$ cat config.mk
export PLATFORM = sky130hd
export DESIGN_NAME = brd_cfg_regs
export DESIGN_NICKNAME = d
export VERILOG_FILES = /design/src/rtl/brd_cfg_regs.sv
export SDC_FILE = /design/constraint.sdc
export NUM_CORES = 1
export LEC_CHECK = 0
export ABC_AREA = 1
export BUFFER_PORTS_ARGS = -buffer_cell sky130_fd_sc_hd__buf_2
export CORE_MARGIN = 2
export CORE_UTILIZATION = 45
export DETAILED_ROUTE_END_ITERATION = 12
export GPL_TIMING_DRIVEN = 0
export PLACE_DENSITY = 0.79
export SETUP_SLACK_MARGIN = 0.15
export SYNTH_ARGS = -nofsm -noshare
export SYNTH_HDL_FRONTEND = slang
export SYNTH_SLANG_ARGS = --single-unit
$ cat constraint.sdc
create_clock -name clk -period 1.94 [get_ports clk]
set_clock_uncertainty 0.05 [all_clocks]
set_input_delay 0.485 -clock clk [delete_from_list [all_inputs] [get_ports clk]]
set_output_delay 0.485 -clock clk [all_outputs]
set_load 0.01 [all_outputs]
$ cat src/rtl/brd_cfg_regs.sv
module brd_cfg_regs #(
  parameter int          ID_W         = 12,
  parameter int          AW           = 8,
  parameter logic [11:0] CFG_BOARD_ID = 12'h190,
  parameter logic [31:0] UNLOCK_KEY   = 32'h0000_A05F,
  parameter logic [31:0] CMD_SHUTDOWN = 32'hC080_0000,
  parameter logic [31:0] CMD_REBOOT   = 32'hC090_0000,
  parameter logic [31:0] CTRL_CLR     = 32'h000C_0000
) (
  input  logic            clk,
  input  logic            rst,
  input  logic [ID_W-1:0] board_id,
  input  logic [AW-1:0]   addr,
  input  logic            wr_en,
  input  logic            rd_en,
  input  logic [31:0]     wdata,
  output logic [31:0]     rdata,
  output logic            bad_addr,
  output logic            shutdown_req,
  output logic            reboot_req,
  output logic            board_reset_req
);
  localparam logic [AW-1:0] OFS_LOCK = AW'(8'h20);
  localparam logic [AW-1:0] OFS_RCTL = AW'(8'h40);
  localparam logic [AW-1:0] OFS_DATA = AW'(8'hA0);
  localparam logic [AW-1:0] OFS_CTRL = AW'(8'hA4);
  localparam logic [AW-1:0] OFS_STAT = AW'(8'hA8);

  logic [31:0] lock_q, rlvl_q, data_q, ctrl_q;
  logic [1:0]  stat_q;

  wire cfg_on   = (board_id == ID_W'(CFG_BOARD_ID));
  wire hit_lock = (addr == OFS_LOCK);
  wire hit_rctl = (addr == OFS_RCTL);
  wire hit_data = cfg_on && (addr == OFS_DATA);
  wire hit_ctrl = cfg_on && (addr == OFS_CTRL);
  wire hit_stat = cfg_on && (addr == OFS_STAT);
  wire mapped   = hit_lock | hit_rctl | hit_data | hit_ctrl | hit_stat;

  wire [31:0] ctrl_in  = wdata & ~CTRL_CLR;
  wire        is_shut  = (ctrl_in == CMD_SHUTDOWN);
  wire        is_boot  = (ctrl_in == CMD_REBOOT);
  wire        unlocked = (lock_q == UNLOCK_KEY);
  wire        rctl_wr  = wr_en && hit_rctl && !cfg_on && unlocked;

  always_ff @(posedge clk) begin
    if (rst) begin
      lock_q          <= '0;
      rlvl_q          <= '0;
      data_q          <= '0;
      ctrl_q          <= '0;
      stat_q          <= '0;
      bad_addr        <= 1'b0;
      shutdown_req    <= 1'b0;
      reboot_req      <= 1'b0;
      board_reset_req <= 1'b0;
    end else begin
      bad_addr        <= (wr_en || rd_en) && !mapped;
      shutdown_req    <= wr_en && hit_ctrl && is_shut;
      reboot_req      <= wr_en && hit_ctrl && is_boot;
      board_reset_req <= rctl_wr && wdata[8];
      if (wr_en) begin
        if (hit_lock) lock_q <= wdata;
        if (rctl_wr)  rlvl_q <= wdata;
        if (hit_data) data_q <= wdata;
        if (hit_ctrl) begin
          ctrl_q <= ctrl_in;
          stat_q <= {!(is_shut || is_boot), 1'b1};
        end
        if (hit_stat) stat_q <= wdata[1:0];
      end
    end
  end

  always_comb begin
    rdata = '0;
    if (hit_lock)              rdata = lock_q;
    if (hit_rctl && !cfg_on)   rdata = rlvl_q;
    if (hit_data)              rdata = data_q;
    if (hit_ctrl)              rdata = ctrl_q;
    if (hit_stat)              rdata = {30'd0, stat_q};
  end

  p_stat_done_r4: assert property (@(posedge clk) disable iff (rst)
    (wr_en && cfg_on && addr == OFS_CTRL) |=> stat_q[0]);

  p_err_flag_r7: assert property (@(posedge clk) disable iff (rst)
    (wr_en && cfg_on && addr == OFS_CTRL) |=> (stat_q[1] == !(shutdown_req || reboot_req)));

  p_shut_source_r5: assert property (@(posedge clk) disable iff (rst)
    shutdown_req |-> $past(wr_en && cfg_on && addr == OFS_CTRL));

  p_boot_source_r6: assert property (@(posedge clk) disable iff (rst)
    reboot_req |-> $past(wr_en && cfg_on && addr == OFS_CTRL));

  p_req_excl_r12: assert property (@(posedge clk) disable iff (rst)
    $onehot0({shutdown_req, reboot_req}));

  p_lock_gate_r11: assert property (@(posedge clk) disable iff (rst)
    board_reset_req |-> $past(lock_q == UNLOCK_KEY && !cfg_on));

  p_gated_read_r9: assert property (@(posedge clk) disable iff (rst)
    (!cfg_on && (addr == OFS_DATA || addr == OFS_CTRL || addr == OFS_STAT)) |-> (rdata == 32'd0));

  p_rctl_raz_r10: assert property (@(posedge clk) disable iff (rst)
    (cfg_on && addr == OFS_RCTL) |-> (rdata == 32'd0));
endmodule

== Word level (Yosys, flattened, before mapping) ==
Cells that the tools add are included.
Word-level totals
  register bits after elaboration: 132
  output and inout bits: 36
  word-level logic and storage cells: 52
Cells by class
  eq/ne operators: 9
  muxes and demuxes: 7
  bitwise gates (word level): 4
  reduce and logical (&&, ||, !) cells: 23
Operators with widths (count)
  2-to-1 mux 32 bit: 5
  == test 30 bit (second input constant): 2
  == test 32 x 16 -> 1 bit (second input constant): 1
  == test 8 bit (second input constant): 3
  == test 12 x 9 -> 1 bit (second input constant): 1
  logical AND 1 bit: 12
  AND reduction 2 bit: 5
  == test 8 x 6 -> 1 bit (second input constant): 1
  == test 8 x 7 -> 1 bit (second input constant): 1
  2-to-1 mux 2 bit: 2
  bitwise OR 1 bit: 4
  zero test 1 bit: 3
  logical OR 1 bit: 2
  nonzero test 2 bit: 1

== Depth between registers and ports, before layout ==
  word-level depth: 7
  depth in mapped cells: 11

== Worst setup path before layout ==
No wires, ideal clock.
  path type: input to output
  start point: input port addr[4]
  end point: output port rdata[10]
  arrival: 1.568 ns
  required time: 1.405 ns
  setup slack: -0.163 ns
  stages on the path: 10
  buffers on the path: 1
  cell sequence: inv_2 nand2_1 nor2_4 inv_2 nor2_1 nand2_1 buf_2 or2_0 nand2_1 inv_1
On the way
  word-level cells in the longest chain between the ends: 6
RTL lines
  from (decl): line 13  | input logic [AW-1:0] addr,
  == test 8 x 6 -> 1 bit / == test 8 x 7 -> 1 bit (equally long branches): line 33, 34
  2-to-1 mux 32 bit / logical AND 1 bit (equally long branches): line 77, 78
  2-to-1 mux 32 bit: line 78  | if (hit_rctl && !cfg_on) rdata = rlvl_q;
  2-to-1 mux 32 bit: line 79  | if (hit_data) rdata = data_q;
  2-to-1 mux 32 bit: line 80  | if (hit_ctrl) rdata = ctrl_q;
  2-to-1 mux 32 bit *: line 81  | if (hit_stat) rdata = {30'd0, stat_q};
  to (decl): line 17  | output logic [31:0] rdata,
Mark *: on every way between the ends. The rest lies on a longest branch, timed or not.

== Final worst setup path ==
  start point: input port board_id[1]
  end point: output port rdata[1]
On the way
  word-level cells in the longest chain between the ends: 7
RTL lines
  from (decl): line 12  | input logic [ID_W-1:0] board_id,
  == test 12 x 9 -> 1 bit *: line 32  | wire cfg_on = (board_id == ID_W'(CFG_BOARD_ID));
  zero test 1 bit: line 78
  logical AND 1 bit: line 78
  2-to-1 mux 32 bit: line 78
  2-to-1 mux 32 bit: line 79
  2-to-1 mux 32 bit: line 80
  2-to-1 mux 32 bit *: line 81
Marks and branches as above.

==> key figures <==
Status
  • Outcome: finished, violations left
  • Violated checks: setup timing

Synth
  • Post-synthesis register bit count: 132
  • Post-synth ARST share: 0%
  • Synth Cell Area: 6420 um2
  • Syn_nets: 1025
  • Post-synthesis sequential area ratio: 41.1%
  • Area share of the largest cell type after synthesis: 41.1%
  • Most numerous cell in the Yosys netlist: nand2_1
  • Ys Warns: 0
  • Avg Synthesized Cell Area: 6.63 um2
  • EDFF count, synth: 0
  • Synth cell types: 29
  • Post-synth top flop: dfxtp_1
  • Most instantiated cells after synthesis: 213 x nand2_1, 132 x dfxtp_1, 126 x nor2_1
  • Synth top area cells: dfxtp_1 41%, nand2_1 12%, a21oi_1 9.3%
  • Cell count after synthesis: 969
  • Post-synth top area cell: dfxtp_1

Final layout
  • Layout area overhead: 39.9%
  • Nets: 1180
  • Fin cells: 1315
  • Sequential Area: 2640 um2
  • Share of layout cells above drive strength 1: 30.6%
  • FILL cells: 1127
  • # diodes: 0
  • Util after Layout: 64.5%
  • Area occupied by multi-input gates: 3580 um2

Critical path
  • Most frequent CP cell: nor2_4
  • Req. time, crit path: 1400 ps
  • Worst Setup Start Kind: input port
  • Critical path's top delay family: simple AND/OR/NAND/NOR gates
  • Buf/Inv on CP: 4
  • Crit path max fanout: 4
  • Path type of the worst setup path: input port to output pin
  • Crit. End Element: output pin
  • Worst EP arrival: 1970 ps
  • Slowest cell on crit path: nand3_2
  • Levels on crit path: 12
  • Reg2reg path depth: 7
  • CP peak stage delay: 170 ps
  • Crit path cell chain: buf_8, nor2_4, inv_1, nor2_2, nand2_2, nor2_4, buf_4, nand3_2, nor2_4, nor2_1, a21oi_2, buf_2

Worst hold path
  • HP Class: input port to register
  • Hold Path Depth: 3

STA
  • RSZ-0062 raised after global routing: true
  • Final Max Slew Viols: 0
  • Setup WS post-layout: -568 ps
  • Worst slew margin: 55.9%
  • Final Hold Viols: 0
  • Final Cycle Share: 129%
  • Maximum clock rate: 399 MHz
  • Worst-margin pin slew: 662 ps
  • Final setup viols: 64
  • Fin crit period: 2510 ps

Placed design
  • Port Buffer Count: 90
  • Post-DP HPWL: 14000 um
  • GPL Wtd Cong: 0.950
  • Placed cells: 1239

Clock network
  • Clock sinks: 132
  • Hold-fix buffers, CTS: 0
  • # H-tree levels: 4
  • CTS Root Cell: clkbuf_16
  • Worst-skew pair later-pin latency: 430 ps
  • CTS tree: done
  • Worst-case clock buffer depth: 2
  • Clock transition at path regs: 60 ps
  • Cts bufs inserted: 17

Die
  • Io pins: 92
  • Die Height: 123 um
  • Core ar.: 13900 um2
  • Die ar.: 15200 um2
  • Die width: 123 um
  • Cell Rows: 43
  • Initial Util: 46.1%

Global route
  • Tot GR Track Use: 29.7%
  • GRT Residual Overflow: 0
  • Pin count of the biggest net entering global routing: 17
  • First-pass GRT wire length: 34200 um
  • Vias in the first global route: 6780
  • Initial antenna violation count: 0

Routing
  • DRT Pass-1 Iters: 6
  • Residual DRC: 0
  • WL/cell: 17.9 um
  • Initial DRC Count: 828
  • ANT nets after route: 0
  • Final wirelength: 23500 um
  • Via count: 7460
  • Via-to-Cell Ratio: 5.67

Pwr
  • Total power: 6.15 mW
  • Peak VDD IR: 568 uV
  • P per Cell Area: 685 nW/um2
  • Leak: 4.07 nW

Flow run
  • Max Cap Viol: 0
## sequential cells by signal (all words and copies together) (netlist names)
name / flops
data_q: 32
lock_q: 32
rlvl_q: 32
ctrl_q: 30
stat_q: 2
bad_addr: 1
board_reset_req: 1
reboot_req: 1
shutdown_req: 1
## final timing paths
path	startpoint	end	slack [ps]
setup reg to reg	lock_q[1]	rlvl_q[2]	230
setup / recovery	board_id[1]	rdata[1]	-570
hold reg to reg	data_q[30]	data_q[30]	410
hold / removal	wdata[6]	ctrl_q[6]	290
## tightest hold or removal path, cell delays in order
cell,delay [ps]
buf_2,110
nor2_1,50
nor2_1,80
## layout by cell type, fill, tap and decap left out, drive strengths merged, types with 4 or more instances in the layout
master,n
dfxtp,132
a21oi,120
nand3,83
or2,23
clkbuf,49
o21ai,65
nor2,137
o22ai,6
clkinv,5
nor3,4
nor4,4
inv,104
buf,162
nand2,216
nand4,21
## through the flow
step	cell area [um2]	setup TNS [ps]	hold slack [ps]	setup WS [ps]
6_report	8980	-18910	288	-568
5_1_grt	8980	-21690	293	-568
4_1_cts	8450	-12300	283	-467
3_5_place_dp	7190	-39410	392	-749
3_3_place_gp	7190	-35860	389	-698
2_1_floorplan	6520	-1430	378	-76.6
## kinds of logic after synthesis
kind of cell    share of synthesized area (%)
buf+inv                                  10.2
simple gates                             33.4
compound gates                           15.2
flops                                    41.1
## repair_timing
| action | in CTS | in global routing |
|---|---|---|
| endpoints found under the setup margin | 62 | 127 |
| gates resized for setup | 107 | 113 |
| buffers inserted | 20 | 17 |
| cloned | 5 | 4 |
| pin swaps | 35 | 48 |
## power breakdown
part / switching (mW) / internal [mW] / total (mW) / leakage [nW]
registers: 0.00144 / 2.72 / 2.72 / 1.06
logic: 0.227 / 0.122 / 0.349 / 2.72
clock network: 1.14 / 1.94 / 3.09 / 0.282
total: 1.37 / 4.78 / 6.15 / 4.07
## per-layer routing
metal,global-route usage (%),share of wire (%)
met1,37.0,38
met2,48.2,47
met3,7.33,10
met4,13.6,4.7
met5,0,0
## layout make-up
| class | count | share of cell area [%] |
|---|---|---|
| plain buffers | 51 | 4.58 |
| clock buffers | 26 | 5.78 |
| clock inverters | 4 | 0.501 |
| inverters | 106 | 4.87 |
| multi-input cells | 682 | 39.8 |
| flip-flops and latches | 132 | 29.4 |
| well taps | 180 | 2.51 |
| repair buffers | 134 | 12.5 |
(Power assumes the default switching activity.)
